===== config.mk =====
export PLATFORM = sky130hd
export DESIGN_NAME = fb_addr_gen
export DESIGN_NICKNAME = d
export VERILOG_FILES = /design/src/rtl/fb_agen_pkg.sv /design/src/rtl/fb_agen_shadow.sv /design/src/rtl/fb_agen_pixpos.sv /design/src/rtl/fb_agen_walker.sv /design/src/rtl/fb_addr_gen.sv
export SDC_FILE = /design/constraint.sdc
export NUM_CORES = 1
export LEC_CHECK = 0
export ABC_AREA = 1
export BUFFER_PORTS_ARGS = -buffer_cell sky130_fd_sc_hd__buf_2
export CORE_MARGIN = 2
export CORE_UTILIZATION = 55
export DETAILED_ROUTE_END_ITERATION = 12
export PLACE_DENSITY_LB_ADDON = 0.08
export SETUP_SLACK_MARGIN = 0.02
export SKIP_LAST_GASP = 1
export SLEW_MARGIN = 15
export SYNTH_ARGS = -nofsm -noshare
export SYNTH_HDL_FRONTEND = slang
export SYNTH_SLANG_ARGS = --single-unit

===== constraint.sdc =====
create_clock -name clk -period 7.4 [get_ports clk]
set_clock_uncertainty 0.2 [all_clocks]
set_input_delay 1.48 -clock clk [delete_from_list [all_inputs] [get_ports clk]]
set_output_delay 1.48 -clock clk [all_outputs]
set_load 0.1 [all_outputs]

===== src/rtl/fb_agen_pkg.sv =====
package fb_agen_pkg;

   localparam int WORD_BYTES = 4;
   localparam int PIX_OFF_W  = 5;

   typedef enum logic {
      ORDER_LITTLE = 1'b0,
      ORDER_BIG    = 1'b1
   } byte_order_e;

   // Bit index, from bit 0, of the first pixel for a given offset and order.
   function automatic logic [PIX_OFF_W-1:0] pix_bit_index(
      input logic [PIX_OFF_W-1:0] off,
      input byte_order_e          order
   );
      if (order == ORDER_BIG) begin
         pix_bit_index = ~off;
      end else begin
         pix_bit_index = off;
      end
   endfunction

endpackage


===== src/rtl/fb_agen_shadow.sv =====
module fb_agen_shadow #(
   parameter int W = 8
) (
   input  logic         clk,
   input  logic         rst_n,
   input  logic         upd_pulse,
   input  logic         frame_edge,
   input  logic [W-1:0] live_val,
   output logic [W-1:0] held_val,
   output logic [W-1:0] next_val
);

   logic         arm_q;
   logic         take;
   logic [W-1:0] hold_q;

   if (W < 1) begin : g_bad_width
      $error("fb_agen_shadow: W must be at least 1");
   end

   assign take     = frame_edge && (arm_q || upd_pulse);
   assign held_val = hold_q;
   assign next_val = take ? live_val : hold_q;

   always_ff @(posedge clk) begin
      if (!rst_n) begin
         arm_q  <= 1'b0;
         hold_q <= '0;
      end else begin
         if (take) begin
            hold_q <= live_val;
            arm_q  <= 1'b0;
         end else if (upd_pulse) begin
            arm_q  <= 1'b1;
         end
      end
   end

   AST_SHADOW_FROZEN: assert property (@(posedge clk) disable iff (!rst_n)
      !frame_edge |=> $stable(hold_q));

   AST_NO_SILENT_LOAD: assert property (@(posedge clk) disable iff (!rst_n)
      (!upd_pulse && !arm_q) |=> $stable(hold_q));

endmodule


===== src/rtl/fb_agen_pixpos.sv =====
module fb_agen_pixpos
   import fb_agen_pkg::*;
#(
   parameter bit HAS_BIG_ENDIAN = 1'b1
) (
   input  logic                 win_en,
   input  logic                 big_end,
   input  logic [PIX_OFF_W-1:0] off,
   output logic [PIX_OFF_W-1:0] bit_pos
);

   byte_order_e order;

   if (HAS_BIG_ENDIAN) begin : g_both_orders
      assign order = big_end ? ORDER_BIG : ORDER_LITTLE;
   end else begin : g_little_only
      logic unused_big;
      assign unused_big = big_end;
      assign order = ORDER_LITTLE;
   end

   always_comb begin
      if (win_en) begin
         bit_pos = pix_bit_index(off, order);
      end else begin
         bit_pos = pix_bit_index('0, order);
      end
   end

   always_comb begin
      if (win_en && order == ORDER_LITTLE) begin
         AST_LE_POS: assert (bit_pos == off);
      end
      if (win_en && order == ORDER_BIG) begin
         AST_BE_POS: assert (bit_pos + off == PIX_OFF_W'(31));
      end
   end

endmodule


===== src/rtl/fb_agen_walker.sv =====
module fb_agen_walker
   import fb_agen_pkg::*;
#(
   parameter int ADDR_W  = 32,
   parameter int LEN_W   = 8,
   parameter int LINES_W = 8
) (
   input  logic              clk,
   input  logic              rst_n,
   input  logic              run_en,
   input  logic              ready,
   input  logic [ADDR_W-1:0] base_next,
   input  logic [ADDR_W-1:0] base_cur,
   input  logic [LEN_W-1:0]  len_m1,
   input  logic [LINES_W-1:0] lines_m1,
   input  logic [ADDR_W-1:0] line_step,
   output logic              valid,
   output logic [ADDR_W-1:0] addr,
   output logic              eol,
   output logic              eof,
   output logic              frame_edge
);

   localparam logic [ADDR_W-1:0] WORD_STEP = ADDR_W'(WORD_BYTES);

   logic               valid_q;
   logic [ADDR_W-1:0]  addr_q;
   logic [LEN_W-1:0]   col_q;
   logic [LINES_W-1:0] row_q;
   logic               fire;

   assign fire       = valid_q && ready;
   assign eol        = (col_q == len_m1);
   assign eof        = eol && (row_q == lines_m1);
   assign frame_edge = !valid_q || (fire && eof);
   assign valid      = valid_q;
   assign addr       = addr_q;

   always_ff @(posedge clk) begin
      if (!rst_n) begin
         valid_q <= 1'b0;
         addr_q  <= '0;
         col_q   <= '0;
         row_q   <= '0;
      end else if (frame_edge) begin
         valid_q <= run_en;
         addr_q  <= base_next;
         col_q   <= '0;
         row_q   <= '0;
      end else if (fire) begin
         if (eol) begin
            col_q  <= '0;
            row_q  <= row_q + 1'b1;
            addr_q <= addr_q + line_step;
         end else begin
            col_q  <= col_q + 1'b1;
            addr_q <= addr_q + WORD_STEP;
         end
      end
   end

   AST_HOLD_ADDR: assert property (@(posedge clk) disable iff (!rst_n)
      (valid_q && !ready) |=> (valid_q && $stable(addr_q) && $stable(eol) && $stable(eof)));

   AST_WORD_STEP: assert property (@(posedge clk) disable iff (!rst_n)
      (fire && !eol) |=> (addr_q == $past(addr_q) + WORD_STEP));

   AST_LINE_TURN: assert property (@(posedge clk) disable iff (!rst_n)
      (fire && eol && !eof) |=> (addr_q == $past(addr_q) + $past(line_step)));

   AST_FRAME_WRAP: assert property (@(posedge clk) disable iff (!rst_n)
      (fire && eof) |=> (addr_q == base_cur));

   AST_KEEP_RUNNING: assert property (@(posedge clk) disable iff (!rst_n)
      (valid_q && !(fire && eof)) |=> valid_q);

endmodule


===== src/rtl/fb_addr_gen.sv =====
module fb_addr_gen
   import fb_agen_pkg::*;
#(
   parameter int ADDR_W         = 32,
   parameter int LEN_W          = 8,
   parameter int LINES_W        = 8,
   parameter int INC_W          = 16,
   parameter bit HAS_BIG_ENDIAN = 1'b1
) (
   input  logic                 clk,
   input  logic                 rst_n,
   input  logic                 run_en,
   input  logic [ADDR_W-1:0]    cfg_base,
   input  logic [LEN_W-1:0]     cfg_line_words_m1,
   input  logic [LINES_W-1:0]   cfg_lines_m1,
   input  logic [INC_W-1:0]     cfg_line_skip,
   input  logic [PIX_OFF_W-1:0] cfg_pix_offset,
   input  logic                 cfg_2d_en,
   input  logic                 cfg_big_endian,
   input  logic                 cfg_update,
   output logic                 fetch_valid,
   input  logic                 fetch_ready,
   output logic [ADDR_W-1:0]    fetch_addr,
   output logic                 fetch_eol,
   output logic                 fetch_eof,
   output logic [PIX_OFF_W-1:0] first_pix_bit
);

   localparam int CFG_W = ADDR_W + LEN_W + LINES_W + INC_W + PIX_OFF_W + 2;
   localparam logic [ADDR_W-1:0] WORD_STEP = ADDR_W'(WORD_BYTES);

   if (ADDR_W < 8 || ADDR_W > 64) begin : g_bad_addr
      $error("fb_addr_gen: ADDR_W out of range");
   end
   if (INC_W > ADDR_W) begin : g_bad_inc
      $error("fb_addr_gen: INC_W wider than ADDR_W");
   end
   if (LEN_W < 1 || LINES_W < 1) begin : g_bad_count
      $error("fb_addr_gen: counter widths must be positive");
   end

   logic [CFG_W-1:0] live_vec, held_vec, next_vec;

   logic [ADDR_W-1:0]    h_base, n_base;
   logic [LEN_W-1:0]     h_len, n_len;
   logic [LINES_W-1:0]   h_lines, n_lines;
   logic [INC_W-1:0]     h_skip, n_skip;
   logic [PIX_OFF_W-1:0] h_off, n_off;
   logic                 h_2d, n_2d, h_big, n_big;

   logic                 frame_edge;
   logic [ADDR_W-1:0]    line_step;

   assign live_vec = {cfg_base, cfg_line_words_m1, cfg_lines_m1, cfg_line_skip,
                      cfg_pix_offset, cfg_2d_en, cfg_big_endian};
   assign {h_base, h_len, h_lines, h_skip, h_off, h_2d, h_big} = held_vec;
   assign {n_base, n_len, n_lines, n_skip, n_off, n_2d, n_big} = next_vec;

   fb_agen_shadow #(
      .W(CFG_W)
   ) u_shadow (
      .clk       (clk),
      .rst_n     (rst_n),
      .upd_pulse (cfg_update),
      .frame_edge(frame_edge),
      .live_val  (live_vec),
      .held_val  (held_vec),
      .next_val  (next_vec)
   );

   // Only the start address of the next-state view is consumed.
   logic unused_next;
   assign unused_next = ^{n_len, n_lines, n_skip, n_off, n_2d, n_big};

   always_comb begin
      if (h_2d) begin
         line_step = WORD_STEP + ADDR_W'(h_skip);
      end else begin
         line_step = WORD_STEP;
      end
   end

   fb_agen_walker #(
      .ADDR_W (ADDR_W),
      .LEN_W  (LEN_W),
      .LINES_W(LINES_W)
   ) u_walker (
      .clk       (clk),
      .rst_n     (rst_n),
      .run_en    (run_en),
      .ready     (fetch_ready),
      .base_next (n_base),
      .base_cur  (h_base),
      .len_m1    (h_len),
      .lines_m1  (h_lines),
      .line_step (line_step),
      .valid     (fetch_valid),
      .addr      (fetch_addr),
      .eol       (fetch_eol),
      .eof       (fetch_eof),
      .frame_edge(frame_edge)
   );

   fb_agen_pixpos #(
      .HAS_BIG_ENDIAN(HAS_BIG_ENDIAN)
   ) u_pixpos (
      .win_en (h_2d),
      .big_end(h_big),
      .off    (h_off),
      .bit_pos(first_pix_bit)
   );

   AST_RESET_IDLE: assert property (@(posedge clk)
      !rst_n |=> !fetch_valid);

   AST_LINEAR_STEP: assert property (@(posedge clk) disable iff (!rst_n)
      (fetch_valid && fetch_ready && !fetch_eof && !h_2d) |=> (fetch_addr == $past(fetch_addr) + WORD_STEP));

   AST_EOF_HAS_EOL: assert property (@(posedge clk) disable iff (!rst_n)
      (fetch_valid && fetch_eof) |-> fetch_eol);

endmodule


==> results.py <==
metrics = {
    "clock_tree": {
        "cts_setup_buffers": 0,
        "holdBufCountCts": 0,
        "tritoncts": "done",
        "h-tree-depth": 4,
        "cts.clk_slew.worst_paths_ns": 0.05,
        "cts_resized": 0,
        "cts.sinks": 121,
        "clockBufferDepth": 2,
        "clock_latency_ns": 0.41,
        "cts_made_buffers": 17,
        "root_buffer": "clkbuf_16",
    },
    "logic_synthesis": {
        "ys_top_cells_by_area": "dfxtp_1 31%, nand2_1 16%, nor2_1 7.4%",
        "ys.flop_type": "dfxtp_1",
        "yosysMostFrequentCell": "nand2_1",
        "syn-num-nets": 1346,
        "ys_seq_area_frac": 0.314,
        "synth_area_per_cell_um2": 6.17,
        "synth_edf_count": 0,
        "yosys_warnings": 0,
        "synth_commonest_cells": "326 x nand2_1, 151 x nor2_1, 150 x inv_1",
        "netlist_area_mm2": 0.00771,
        "ys_seq_elements": 121,
        "synthCells": 1248,
        "synthArstFlopShare": 0,
        "synth_cell_types": 43,
        "synth_top_cell_by_area": "dfxtp_1",
        "yosysTopAreaCellShare": 0.314,
    },
    "setup_path": {
        "cp-end-kind": "register",
        "critPathLaunchType": "input pin",
        "critPathTopFamily": "buffers and inverters",
        "critPathKind": "in -> reg",
        "crit_fanout": 81,
        "slowest_stage": "inv_2",
        "crit_path_cell_trace": "buf_2 > nor2_1 > buf_4 > inv_1 > nand3_4 > inv_2 > nand2_1 > nand2_1 > nor2_1 > nor3_1",
        "reg2reg_from": "u_shadow.held_val[9]",
        "crit_cells": 10,
        "startpoint": "fetch_ready",
        "r2r_end": "u_walker.addr[20]",
        "required_ns": 7.54,
        "path_buf_inv": 4,
        "slowest_delay_ns": 0.80,
        "r2r_setup_slack_ns": 3.35,
        "cp_data_arrival_time_ns": 4.53,
        "endpoint": "u_walker.addr[14]",
        "r2r_cells": 23,
    },
    "floorplan": {
        "ioPinCount": 116,
        "std_cell_rows": 43,
        "fp.dieW_um": 122,
        "core_area_mm2": 0.0138,
        "start_util": 0.560,
        "dieArea_mm2": 0.0150,
        "die_h_um": 122,
    },
    "layout": {
        "instances_no_fill": 1530,
        "syn2layout_area_growth_pct": 15.8,
        "drive_above_1_share": 0.121,
        "antenna_cells": 0,
        "design_area_mm2": 0.00893,
        "nets": 1438,
        "fin_util": 0.648,
    },
    "placement": {
        "dp_cells": 1501,
        "dpl-instance-area_mm2": 0.00833,
        "port_buffers": 115,
        "gp_congestion": 0.995,
        "dp_hpwl_um": 16200,
    },
    "global_route": {
        "grt_pass1_vias": 7349,
        "antenna_found_initial": 0,
        "busiest_layer": "met2",
        "grt.total_usage": 0.306,
        "grt_pass1_wl_um": 35800,
        "met2_usage": 0.497,
        "grt_overflow": 0,
        "use_met1": 0.408,
        "grtUsageMet3": 0.0381,
        "grt_max_degree": 82,
    },
    "timing": {
        "setup_violations": 0,
        "timing.fmax_mhz": 228,
        "slew_viol_final": 0,
        "period_share": 0.594,
        "grt_setup_unrepaired": "no",
        "slew_headroom": 0.419,
        "finalSetupTns_ns": 0,
        "finalCriticalPeriod_ns": 4.40,
        "hold_violations": 0,
        "tightest_slew_ns": 0.872,
    },
    "detailed_routing": {
        "drt_wl_total_um": 22500,
        "dr.pass1.iters": 6,
        "vias_per_cell": 5.40,
        "vias": 8258,
        "postRouteAntennaNets": 0,
        "drc": 0,
        "wl_per_cell_um": 14.7,
        "drt-initial-drc-count": 760,
    },
    "pwr": {
        "powerDensity_mw_per_mm2": 259,
        "power.total_mw": 2.31,
        "total_leakage_power_nw": 4.29,
        "peakVddDrop_uv": 166,
    },
    "outcome": {
        "outcome": "complete, no violations",
    },
    "worst_hold_path": {
        "hold_class": "reg -> reg",
    },
    "flow_run": {
        "cap_violations": 0,
    },
}
==> cells by family (layout without fill, tap and decap cells) <==
family | Yosys count | in the layout | share of synthesized area
XOR/XNOR | 32 | 32 | 0.0364
adder cells (fa/ha/maj) | 22 | 22 | 0.0367
buffers and inverters | 203 | 305 | 0.104
AO/OA/AOI/OAI | 229 | 229 | 0.156
AND/OR/NAND/NOR | 641 | 641 | 0.352
flip-flops | 121 | 121 | 0.314
==> through the flow <==
stage	worst slack [ns]	hold WS (ns)
after global routing	2.73	0.297
after detailed placement	2.67	0.263
after CTS	3.09	0.271
after floorplan	2.93	0.231
final	3.00	0.271
after global placement	2.71	0.242
==> where the power goes <==
group / switching [mW] / internal [mW]
Clock: 0.287 / 0.557
Combinational: 0.511 / 0.172
Sequential: 0.0720 / 0.716
Total: 0.870 / 1.45
==> registers in the layout, summed over array words and instances (netlist names) <==
signal	flops
u_walker.col_q	8
u_walker.addr	32
u_shadow.arm_q	1
u_walker.row_q	8
u_walker.valid	1
u_shadow.held_val	71
==> worst min-delay path, delay by kind of cell, from the launching register on <==
family          cells  cell delay, ns
flops               1            0.31
buf+inv             1            0.06
compound gates      1            0.05
==> worst min path at each step <==
stage,start,endpoint,slack [ns],cells past startpoint
floorplan,u_shadow.arm_q,u_shadow.arm_q,0.23,2
global placement,u_shadow.arm_q,u_shadow.arm_q,0.24,2
detailed placement,u_shadow.held_val[66],u_shadow.held_val[66],0.26,2
CTS,u_shadow.arm_q,u_shadow.arm_q,0.27,2
global route,u_shadow.held_val[70],u_shadow.held_val[70],0.30,2
finish,u_shadow.held_val[30],u_shadow.held_val[30],0.27,2
==> routing by layer <==
layer | wire, um | vias up | part of all wire
met5 | 0 | - | 0
met4 | 741 | 0 | 0.033
met3 | 1470 | 54 | 0.066
met2 | 10400 | 298 | 0.46
met1 | 9910 | 3693 | 0.44
li1 | - | 4213 | -
==> placed cells by master, fill, tap and decap left out, drive strengths merged, types with 2 or more instances in the layout <==
cell	synthesis	layout
a21oi	109	109
clkinvlp	0	2
xor2	18	18
nor3b	5	5
o211ai	7	7
nor3	25	25
xnor2	14	14
nor2	154	154
nand3b	5	5
a21o	2	2
dfxtp	121	121
o21ba	2	2
nand3	93	93
nand4	22	22
ha	21	21
clkinv	0	3
buf	21	120
or2	2	2
o21ai	100	100
o21a	3	3
and3	2	2
clkbuf	26	21
bufinv	0	3
nand2	330	330
inv	156	156
==> cell type report <==
| cell class | count | area [um2] |
|---|---|---|
| fillers | 1362 | 4850 |
| multi-input cells | 924 | 4480 |
| flip-flops and latches | 121 | 2420 |
| repair buffers | 120 | 613 |
| inverters | 156 | 586 |
| clock buffers | 21 | 480 |
| well taps | 180 | 225 |
| clock inverters | 8 | 120 |
Power figures use the tool's default switching activity.
